## src/rtl/itt_pkg.sv

```systemverilog
package itt_pkg;
  localparam int unsigned CFG_W = 32;
  localparam int unsigned SEL_W = 3;

  typedef enum logic [2:0] {
    SEL_ADDR_LO = 3'd0,
    SEL_ADDR_HI = 3'd1,
    SEL_OP_VAL  = 3'd2,
    SEL_OP_AUX  = 3'd3,
    SEL_CTRL    = 3'd4,
    SEL_PASS    = 3'd5
  } sel_e;

  localparam logic [2:0] ACT_TRIG     = 3'd0;
  localparam logic [2:0] ACT_START    = 3'd1;
  localparam logic [2:0] ACT_STOP     = 3'd2;
  localparam logic [2:0] ACT_TR_I     = 3'd3;
  localparam logic [2:0] ACT_TR_ID    = 3'd4;

  localparam logic [1:0] OPM_OFF   = 2'd0;
  localparam logic [1:0] OPM_EQ    = 2'd1;
  localparam logic [1:0] OPM_RANGE = 2'd2;
  localparam logic [1:0] OPM_MASK  = 2'd3;

  localparam logic [1:0] CCM_PASS = 2'd1;
  localparam logic [1:0] CCM_FAIL = 2'd2;

  localparam logic [1:0] SZM_HALF = 2'd1;
  localparam logic [1:0] SZM_WORD = 2'd2;

  typedef struct packed {
    logic [2:0] act;
    logic [1:0] size_m;
    logic       sec_world;
    logic       sec_en;
    logic [1:0] cc_m;
    logic       op_inv;
    logic       addr_inv;
    logic [1:0] op_m;
  } ctrl_t;

  localparam int unsigned CTRL_W = $bits(ctrl_t);
endpackage

```

## src/rtl/itt_cfg_regs.sv

```systemverilog
module itt_cfg_regs
  import itt_pkg::*;
#(
  parameter int unsigned ADDR_W = 32,
  parameter int unsigned DATA_W = 32,
  parameter int unsigned CNT_W  = 32
) (
  input  logic              clk_i,
  input  logic              rst_ni,
  input  logic              we_i,
  input  logic [SEL_W-1:0]  sel_i,
  input  logic [CFG_W-1:0]  wdata_i,
  output logic [ADDR_W-1:0] addr_lo_o,
  output logic [ADDR_W-1:0] addr_hi_o,
  output logic [DATA_W-1:0] op_val_o,
  output logic [DATA_W-1:0] op_aux_o,
  output ctrl_t             ctrl_o,
  output logic [CNT_W-1:0]  pass_n_o,
  output logic              wr_o
);
  ctrl_t ctrl_w;

  always_comb begin
    ctrl_w = ctrl_t'(wdata_i[CTRL_W-1:0]);
    if (ctrl_w.act > ACT_TR_ID) ctrl_w.act = ACT_TRIG;  // illegal codes fold to trigger
  end

  assign wr_o = we_i && (sel_i <= SEL_PASS);

  always_ff @(posedge clk_i or negedge rst_ni) begin
    if (!rst_ni) begin
      addr_lo_o <= '0;
      addr_hi_o <= '0;
      op_val_o  <= '0;
      op_aux_o  <= '0;
      ctrl_o    <= '0;
      pass_n_o  <= '0;
    end else if (we_i) begin
      unique case (sel_i)
        SEL_ADDR_LO: addr_lo_o <= wdata_i[ADDR_W-1:0];
        SEL_ADDR_HI: addr_hi_o <= wdata_i[ADDR_W-1:0];
        SEL_OP_VAL:  op_val_o  <= wdata_i[DATA_W-1:0];
        SEL_OP_AUX:  op_aux_o  <= wdata_i[DATA_W-1:0];
        SEL_CTRL:    ctrl_o    <= ctrl_w;
        SEL_PASS:    pass_n_o  <= wdata_i[CNT_W-1:0];
        default: ;
      endcase
    end
  end
endmodule

```

## src/rtl/itt_match.sv

```systemverilog
module itt_match
  import itt_pkg::*;
#(
  parameter int unsigned ADDR_W = 32,
  parameter int unsigned DATA_W = 32
) (
  input  logic              valid_i,
  input  logic [ADDR_W-1:0] addr_i,
  input  logic [DATA_W-1:0] op_i,
  input  logic              cond_pass_i,
  input  logic              secure_i,
  input  logic              size_word_i,
  input  logic [ADDR_W-1:0] addr_lo_i,
  input  logic [ADDR_W-1:0] addr_hi_i,
  input  logic [DATA_W-1:0] op_val_i,
  input  logic [DATA_W-1:0] op_aux_i,
  input  ctrl_t             ctrl_i,
  output logic              hit_o
);
  logic use_range, addr_raw, addr_ok;
  logic op_raw, op_ok, cc_ok, sec_ok, size_ok;

  // range compare only legal with the two trace-instruction actions
  assign use_range = (ctrl_i.act == ACT_TR_I) || (ctrl_i.act == ACT_TR_ID);
  assign addr_raw  = use_range ? ((addr_i >= addr_lo_i) && (addr_i <= addr_hi_i))
                               : (addr_i == addr_lo_i);
  assign addr_ok   = addr_raw ^ ctrl_i.addr_inv;

  always_comb begin
    unique case (ctrl_i.op_m)
      OPM_EQ:    op_raw = (op_i == op_val_i);
      OPM_RANGE: op_raw = (op_i >= op_val_i) && (op_i <= op_aux_i);
      OPM_MASK:  op_raw = ((op_i ^ op_val_i) & op_aux_i) == '0;
      default:   op_raw = 1'b1;
    endcase
  end
  assign op_ok = (ctrl_i.op_m == OPM_OFF) ? 1'b1 : (op_raw ^ ctrl_i.op_inv);

  always_comb begin
    unique case (ctrl_i.cc_m)
      CCM_PASS: cc_ok = cond_pass_i;
      CCM_FAIL: cc_ok = !cond_pass_i;
      default:  cc_ok = 1'b1;
    endcase
    unique case (ctrl_i.size_m)
      SZM_HALF: size_ok = !size_word_i;
      SZM_WORD: size_ok = size_word_i;
      default:  size_ok = 1'b1;
    endcase
  end

  assign sec_ok = !ctrl_i.sec_en || (secure_i == ctrl_i.sec_world);
  assign hit_o  = valid_i && addr_ok && op_ok && cc_ok && sec_ok && size_ok;
endmodule

```

## src/rtl/itt_pass_cnt.sv

```systemverilog
module itt_pass_cnt #(
  parameter int unsigned CNT_W = 32
) (
  input  logic             clk_i,
  input  logic             rst_ni,
  input  logic             hit_i,
  input  logic             clr_i,
  input  logic [CNT_W-1:0] pass_n_i,
  output logic             fire_o
);
  logic [CNT_W-1:0] cnt_q, last_idx;
  logic             done_q;

  // N of 0 and 1 both mean the first occurrence
  assign last_idx = (pass_n_i == '0) ? '0 : pass_n_i - 1'b1;

  always_ff @(posedge clk_i or negedge rst_ni) begin
    if (!rst_ni) begin
      cnt_q  <= '0;
      done_q <= 1'b0;
      fire_o <= 1'b0;
    end else begin
      fire_o <= 1'b0;
      if (clr_i) begin
        cnt_q  <= '0;
        done_q <= 1'b0;
      end else if (hit_i && !done_q) begin
        if (cnt_q == last_idx) begin
          fire_o <= 1'b1;
          done_q <= 1'b1;
        end else begin
          cnt_q <= cnt_q + 1'b1;
        end
      end
    end
  end
endmodule

```

## src/rtl/itrace_trig_cmp.sv

```systemverilog
module itrace_trig_cmp
  import itt_pkg::*;
#(
  parameter int unsigned ADDR_W = 32,
  parameter int unsigned DATA_W = 32,
  parameter int unsigned CNT_W  = 32
) (
  input  logic              clk_i,
  input  logic              rst_ni,
  input  logic              cfg_we_i,
  input  logic [2:0]        cfg_sel_i,
  input  logic [31:0]       cfg_wdata_i,
  input  logic              instr_valid_i,
  input  logic [ADDR_W-1:0] instr_addr_i,
  input  logic [DATA_W-1:0] instr_op_i,
  input  logic              cond_pass_i,
  input  logic              secure_i,
  input  logic              size_word_i,
  output logic              match_o,
  output logic              fire_o,
  output logic [2:0]        action_o
);
  logic [ADDR_W-1:0] addr_lo, addr_hi;
  logic [DATA_W-1:0] op_val, op_aux;
  logic [CNT_W-1:0]  pass_n;
  ctrl_t             ctrl;
  logic              cfg_wr, hit;
  logic [2:0]        act_q;

  itt_cfg_regs #(.ADDR_W(ADDR_W), .DATA_W(DATA_W), .CNT_W(CNT_W)) u_cfg (
    .clk_i, .rst_ni,
    .we_i     (cfg_we_i),
    .sel_i    (cfg_sel_i),
    .wdata_i  (cfg_wdata_i),
    .addr_lo_o(addr_lo),
    .addr_hi_o(addr_hi),
    .op_val_o (op_val),
    .op_aux_o (op_aux),
    .ctrl_o   (ctrl),
    .pass_n_o (pass_n),
    .wr_o     (cfg_wr)
  );

  itt_match #(.ADDR_W(ADDR_W), .DATA_W(DATA_W)) u_match (
    .valid_i    (instr_valid_i),
    .addr_i     (instr_addr_i),
    .op_i       (instr_op_i),
    .cond_pass_i,
    .secure_i,
    .size_word_i,
    .addr_lo_i  (addr_lo),
    .addr_hi_i  (addr_hi),
    .op_val_i   (op_val),
    .op_aux_i   (op_aux),
    .ctrl_i     (ctrl),
    .hit_o      (hit)
  );

  itt_pass_cnt #(.CNT_W(CNT_W)) u_cnt (
    .clk_i, .rst_ni,
    .hit_i   (hit),
    .clr_i   (cfg_wr),
    .pass_n_i(pass_n),
    .fire_o  (fire_o)
  );

  always_ff @(posedge clk_i or negedge rst_ni) begin
    if (!rst_ni) begin
      match_o <= 1'b0;
      act_q   <= ACT_TRIG;
    end else begin
      match_o <= hit;
      if (hit) act_q <= ctrl.act;
    end
  end

  assign action_o = fire_o ? act_q : ACT_TRIG;
endmodule

```

## config.mk

```make
export PLATFORM = sky130hd
export DESIGN_NAME = itrace_trig_cmp
export DESIGN_NICKNAME = d
export VERILOG_FILES = /design/src/rtl/itt_pkg.sv /design/src/rtl/itt_cfg_regs.sv /design/src/rtl/itt_match.sv /design/src/rtl/itt_pass_cnt.sv /design/src/rtl/itrace_trig_cmp.sv
export SDC_FILE = /design/constraint.sdc
export NUM_CORES = 1
export LEC_CHECK = 0
export BUFFER_PORTS_ARGS = -buffer_cell sky130_fd_sc_hd__buf_2
export CAP_MARGIN = 20
export CELL_PAD_IN_SITES_DETAIL_PLACEMENT = 0
export CELL_PAD_IN_SITES_GLOBAL_PLACEMENT = 2
export CORE_MARGIN = 10
export CORE_UTILIZATION = 36
export DETAILED_ROUTE_END_ITERATION = 12
export HOLD_SLACK_MARGIN = 0.12
export PLACE_DENSITY_LB_ADDON = 0.1
export SYNTH_ARGS = -nofsm -noshare
export SYNTH_HDL_FRONTEND = slang
export SYNTH_HIERARCHICAL = 1
export SYNTH_SLANG_ARGS = --single-unit
```

## constraint.sdc

```tcl
create_clock -name clk_i -period 4.65 [get_ports clk_i]
set_input_delay 0.6975 -clock clk_i [delete_from_list [all_inputs] [get_ports clk_i]]
set_output_delay 0.6975 -clock clk_i [all_outputs]
set_load 0.01 [all_outputs]
```

After elaboration in Yosys (flattened, before gate mapping)

Cells that the tools add are included.

Logic and storage cells: 95
Input port bits: 106
Register bits: 211
Output and inout bits: 5

Reductions and logical operators: 29
Equality and inequality tests: 19
Order comparisons: 6
Bitwise gates (word level): 4
Add/sub/neg operators: 2
Mux-type cells: 17

Operator list:

| operator                                             | number |
|---|---|
| 2-to-1 mux 32 bit                                    | 4 |
| equality test 32 bit                                 | 3 |
| >= comparator 32 bit                                 | 2 |
| <= comparator 32 bit                                 | 2 |
| logical NOT 32 bit                                   | 2 |
| adder 32 x 1 -> 32 bit (second input constant)       | 1 |
| bitwise AND 32 bit                                   | 1 |
| subtractor 32 x 1 -> 32 bit (second input constant)  | 1 |
| XOR 32 bit                                           | 1 |
| AND reduction 2 bit                                  | 8 |
| equality test 3 x 2 -> 1 bit (second input constant) | 3 |
| equality test 3 bit (second input constant)          | 3 |
| logical AND 1 bit                                    | 9 |
| equality test 2 bit (second input constant)          | 4 |
| 2-to-1 mux 1 bit                                     | 8 |
| equality test 2 x 1 -> 1 bit (second input constant) | 3 |
| 2-to-1 mux 3 bit                                     | 2 |
| logical NOT 1 bit                                    | 4 |
| case mux 1 bit (2 select lines)                      | 2 |
| nonzero test 2 bit                                   | 2 |
| equality test 3 x 1 -> 1 bit (second input constant) | 1 |
| > comparator 3 bit (second input constant)           | 1 |
| <= comparator 3 bit (second input constant)          | 1 |
| logical NOT 3 bit                                    | 1 |
| other kinds (6)                                      | 8 |

Logic depth before layout (Yosys ltp)

Depth after elaboration: 13
Mapped depth: 16
Mapped depth without buffers: 15

Cells and area by module

Netlist, hierarchy kept.

Modules (own cells, without submodules):

| module          | sequential area each (um2) | cells an instance | times used | area each (um2) |
|---|---|---|---|---|
| itt_cfg_regs    | 4329.2                     | 375               | 1          | 6535.0 |
| itt_match       | 0.0                        | 507               | 1          | 3646.0 |
| itt_pass_cnt    | 850.8                      | 420               | 1          | 3234.4 |
| itrace_trig_cmp | 100.1                      | 10                | 1          | 152.6 |

Least setup slack after synthesis

OpenSTA, ideal clock, no wires.

Path type: reg-to-reg
Start: register u_cfg.pass_n_o[0]
End: register u_cnt.cnt_q[24]
Data required time: 4.522 ns
Buffers on the path: 3
Path slack: 0.188 ns
Period minus slack after synthesis: 4.462 ns
Stages on the path, launching flop included: 16
Arrival: 4.335 ns
Setup time: 0.128 ns
Cell sequence: dfrtp_1 > inv_1 > ha_1 > or4b_1 > buf_2 > or4_1 > clkbuf_2 > or4_1 > and3_1 > a2111o_1 > or4_1 > a2111o_1 > nor4_4 > buf_6 > nor4_1 > mux2_1

Longest elaborated chain between the ends: 5
Elaborated cells on any way between the ends: 6
Classes of those cells: add/sub: 1; eq/ne: 2; mux: 1; reduce/logical: 2

Ends and longest elaborated chain:

| what                                                                     | line               | source |
|---|---|---|
| start: declaration                                                       | itt_cfg_regs.sv:18 | `output logic [CNT_W-1:0] pass_n_o,` |
| start signal: assignment                                                 | itt_cfg_regs.sv:45 | `SEL_PASS: pass_n_o <= wdata_i[CNT_W-1:0];` |
| subtractor 32 x 1 -> 32 bit / logical NOT 32 bit (equally long branches) | itt_pass_cnt.sv:15 | `assign last_idx = (pass_n_i == '0) ? '0 : pass_n_i - 1'b1;` |
| 2-to-1 mux 32 bit (*)                                                    | itt_pass_cnt.sv:15 |  |
| equality test 32 bit (*)                                                 | itt_pass_cnt.sv:28 | `if (cnt_q == last_idx) begin` |
| inequality test 2 bit (no line) (*)                                      | --                 |  |
| AND reduction 2 bit (no line) (*)                                        | --                 |  |
| end signal: assignment                                                   | itt_pass_cnt.sv:32 | `cnt_q <= cnt_q + 1'b1;` |
| end: declaration                                                         | itt_pass_cnt.sv:11 | `logic [CNT_W-1:0] cnt_q, last_idx;` |

Every way passes the cells marked *; elsewhere a longest branch is shown, timed or not.
A chain may end at the register's enable or synchronous reset.

Worst setup path in the final report

Start: register u_cfg.pass_n_o[0]
End: register u_cnt.cnt_q[0]

Same word-level chain as after synthesis.

==> run summary <==
Outcome: finished, final reports clean
Placed wire-length estimate: 33000 um
CTS Buffer Depth: 3
Fillers: 3650
Num CTS Buffers: 26
Post-synthesis sequential area ratio: 38.9%
Worst-path fanout max: 29
HP Class: input port to async pin
FMAX: 223 MHz
Fin util: 42.8%
Vias per inst: 5.25
Pwr dens: 399 mW/mm^2
DR top layer: met4
Initial core utilization: 36.3%
Top_reg_cell synth: dfrtp_1
Leading area contributor after synthesis: dfrtp_1
DRT iter0 DRCs: 600
Resize count post-CTS: 0
Leak: 7.31 nW
Detail Route Antenna Nets: 0
Most frequent cells in the layout: dfrtp_1 (211), mux2_2 (142), inv_1 (139), ha_1 (133), buf_2 (109)
Reg-to-reg endpoint: u_cnt/cnt_q[0]
Layout Cells excl Fill: 2004
Critical path class: flop to flop
Crit path capture type: flop
Total wire length: 42500 um
Die ar.: 0.0459 mm^2
Commonest non-fill, non-tap cell in the layout: dfrtp_1
Clock slew at reported path FFs: 0.06 ns
Synth area leaders: dfrtp_1 (39%), ha_1 (12%), mux2_2 (12%)
Met1 wire length: 19600 um
Worst EP required: 5.08 ns
CP Launch Type: flop
Layout cells sized above 1: 25.9%
Tcrit/Tclk final: 96.5%
Vias: 10.5k
Vias in the first global route: 10.9k
Final Skew: 0.0201 ns
Post-Syn Nets: 1552
RSZ-0062 raised after global routing: no
Drt wl/cell: 21.2 um
Synth warn: 6
Worst r2r path cells: 13
Hold Buf Count CTS: 0
CTS Root Buffer Type: clkbuf_16
Minimum clock period: 4.49 ns
Cells after DPL: 1957
CTS sink cnt: 211
Cells after synthesis: 1312
Worst reg2reg path startpoint: u_cfg/pass_n_o[0]
Fin nets: 1714
Post-Syn Area per Cell: 10.3 um^2
Largest net degree at the start of global routing: 103
# setup viols final: 0
Worst reg-to-reg setup slack: 0.16 ns
IO Port Bufs: 110
GRT overflow: 0
Global-route wire length before repair: 66200 um
Post-synthesis cell type count: 79
Post-Synthesis Cell Area: 0.0136 mm^2
Setup bufs post-CTS: 0
Max-slew headroom: 36.1%
Peak supply drop: 0.000273 V
Layout area overhead: 17.9%
Worst skew pair latency: 0.57 ns
Top-area cell type share of the netlist area: 38.9%
EDFF count, synth: 0
Final Hold Vio Count: 0
Drt drc: 0
Core area: 0.0374 mm^2
Initial antenna violation count: 4
Chip width: 214 um
Ys async rst share: 100%
H-tree levels: 1
Met2 Wirelength: 20700 um
I/O pin cnt: 111
Die Y: 214 um
Max-slew violations: 0
Gr usage total: 18.3%
Routability cong.: 0.849
Max Cap Viol: 0
Critical Path AT: 4.92 ns
#FFs+latches synth: 211
Rows: 71
CTS tree: built
Met3 routed WL: 1180 um
TritonRoute pass-1 iters: 7
Crit. Startpoint: u_cfg/pass_n_o[0]
Worst-Margin Slew: 0.953 ns
## synth_stat cells, drive strengths merged, types with 14 or more instances
cell and n:
nand2b 19, o21ai 45, nand4 38, nor3 24, inv 142, or4 19, a21oi 69, buf 24
clkbuf 17, dfrtp 211, nor2b 14, xnor2 17, nor4 33, nor2 40, ha 134, nand2 46
mux2 182, nand3 38, or3 26
## final cells by class
type	count	area, um^2	area share (%)
multi-input cells	917	7530	47.1
repair buffers	175	1090	6.84
clock inverters	12	166	1.04
flip-flops and latches	211	5280	33.0
inverters	143	537	3.36
diodes	1	2.50	0.0156
clock buffers	34	741	4.63
well taps	511	639	4.00
## state kept, by name, summed over array words and instances (netlist names)
signal           cells
act_q                3
match_o              1
u_cfg/addr_hi_o     32
u_cfg/addr_lo_o     32
u_cfg/ctrl_o        13
u_cfg/op_aux_o      32
u_cfg/op_val_o      32
u_cfg/pass_n_o      32
u_cnt/cnt_q         32
u_cnt/done_q         1
u_cnt/fire_o         1
## routing by layer
| layer | global-route usage [%] | vias up |
|---|---|---|
| li1 | - | 5153 |
| met1 | 23.9 | 5203 |
| met2 | 31.5 | 120 |
| met3 | 2.54 | 42 |
| met4 | 3.99 | 0 |
| met5 | 0 | - |
## worst max-delay path by stage
stage,end,slack [ns],cells past startpoint
after floorplan,u_cnt/cnt_q[24],0.19,15
final,u_cnt/cnt_q[0],0.16,13
after CTS,u_cnt/cnt_q[22],0.11,13
after global routing,u_cnt/cnt_q[28],0.02,14
after detailed placement,u_cnt/cnt_q[30],-0.29,16
after global placement,u_cnt/cnt_q[30],-0.26,16
## stage by stage
stage | worst slack [ns] | instance area (um^2) | TNS, ns | hold slack [ns] | power [mW]
finish | 0.161 | 16000 | 0 | 0.181 | 6.38
global route | 0.0233 | 16000 | 0 | 0.248 | 6.81
CTS | 0.110 | 16000 | 0 | 0.230 | 6.47
detailed placement | -0.292 | 15100 | -6.07 | 0.475 | 4.28
global placement | -0.260 | 15100 | -5.54 | 0.468 | 4.25
floorplan | 0.188 | 13600 | 0 | 0.402 | 3.60
## cells by family (layout without fill, tap and decap cells)
group / Yosys count / after routing / share of synthesized area [%]
simple gates: 347 / 347 / 14.8
buf+inv: 184 / 364 / 5.98
xor+xnor: 28 / 28 / 1.81
compound gates: 223 / 223 / 10.8
other cells: 0 / 1 / 0
mux: 185 / 185 / 15.3
fa+ha+maj: 134 / 134 / 12.4
flops: 211 / 211 / 38.9
## where the power goes
group / internal, mW / switching [mW] / leakage [nW]
combinational: 0.854 / 0.937 / 4.26
sequential: 2.19 / 0.265 / 2.61
clock: 1.29 / 0.846 / 0.448
total: 4.33 / 2.05 / 7.31
## worst max-delay path, cell delays in order, from the launching register on
cell and delay (ns):
dfrtp_1 0.37, inv_1 0.14, ha_4 0.17, or4b_4 0.47, or4_1 0.56, or4_1 0.44
and3_1 0.20, a2111o_1 0.28, or4_1 0.42, a2111o_1 0.35, nor4_4 0.36, buf_12 0.21
nor2_1 0.07, mux2_1 0.31
Note: power is estimated with default switching activity, not from simulation.
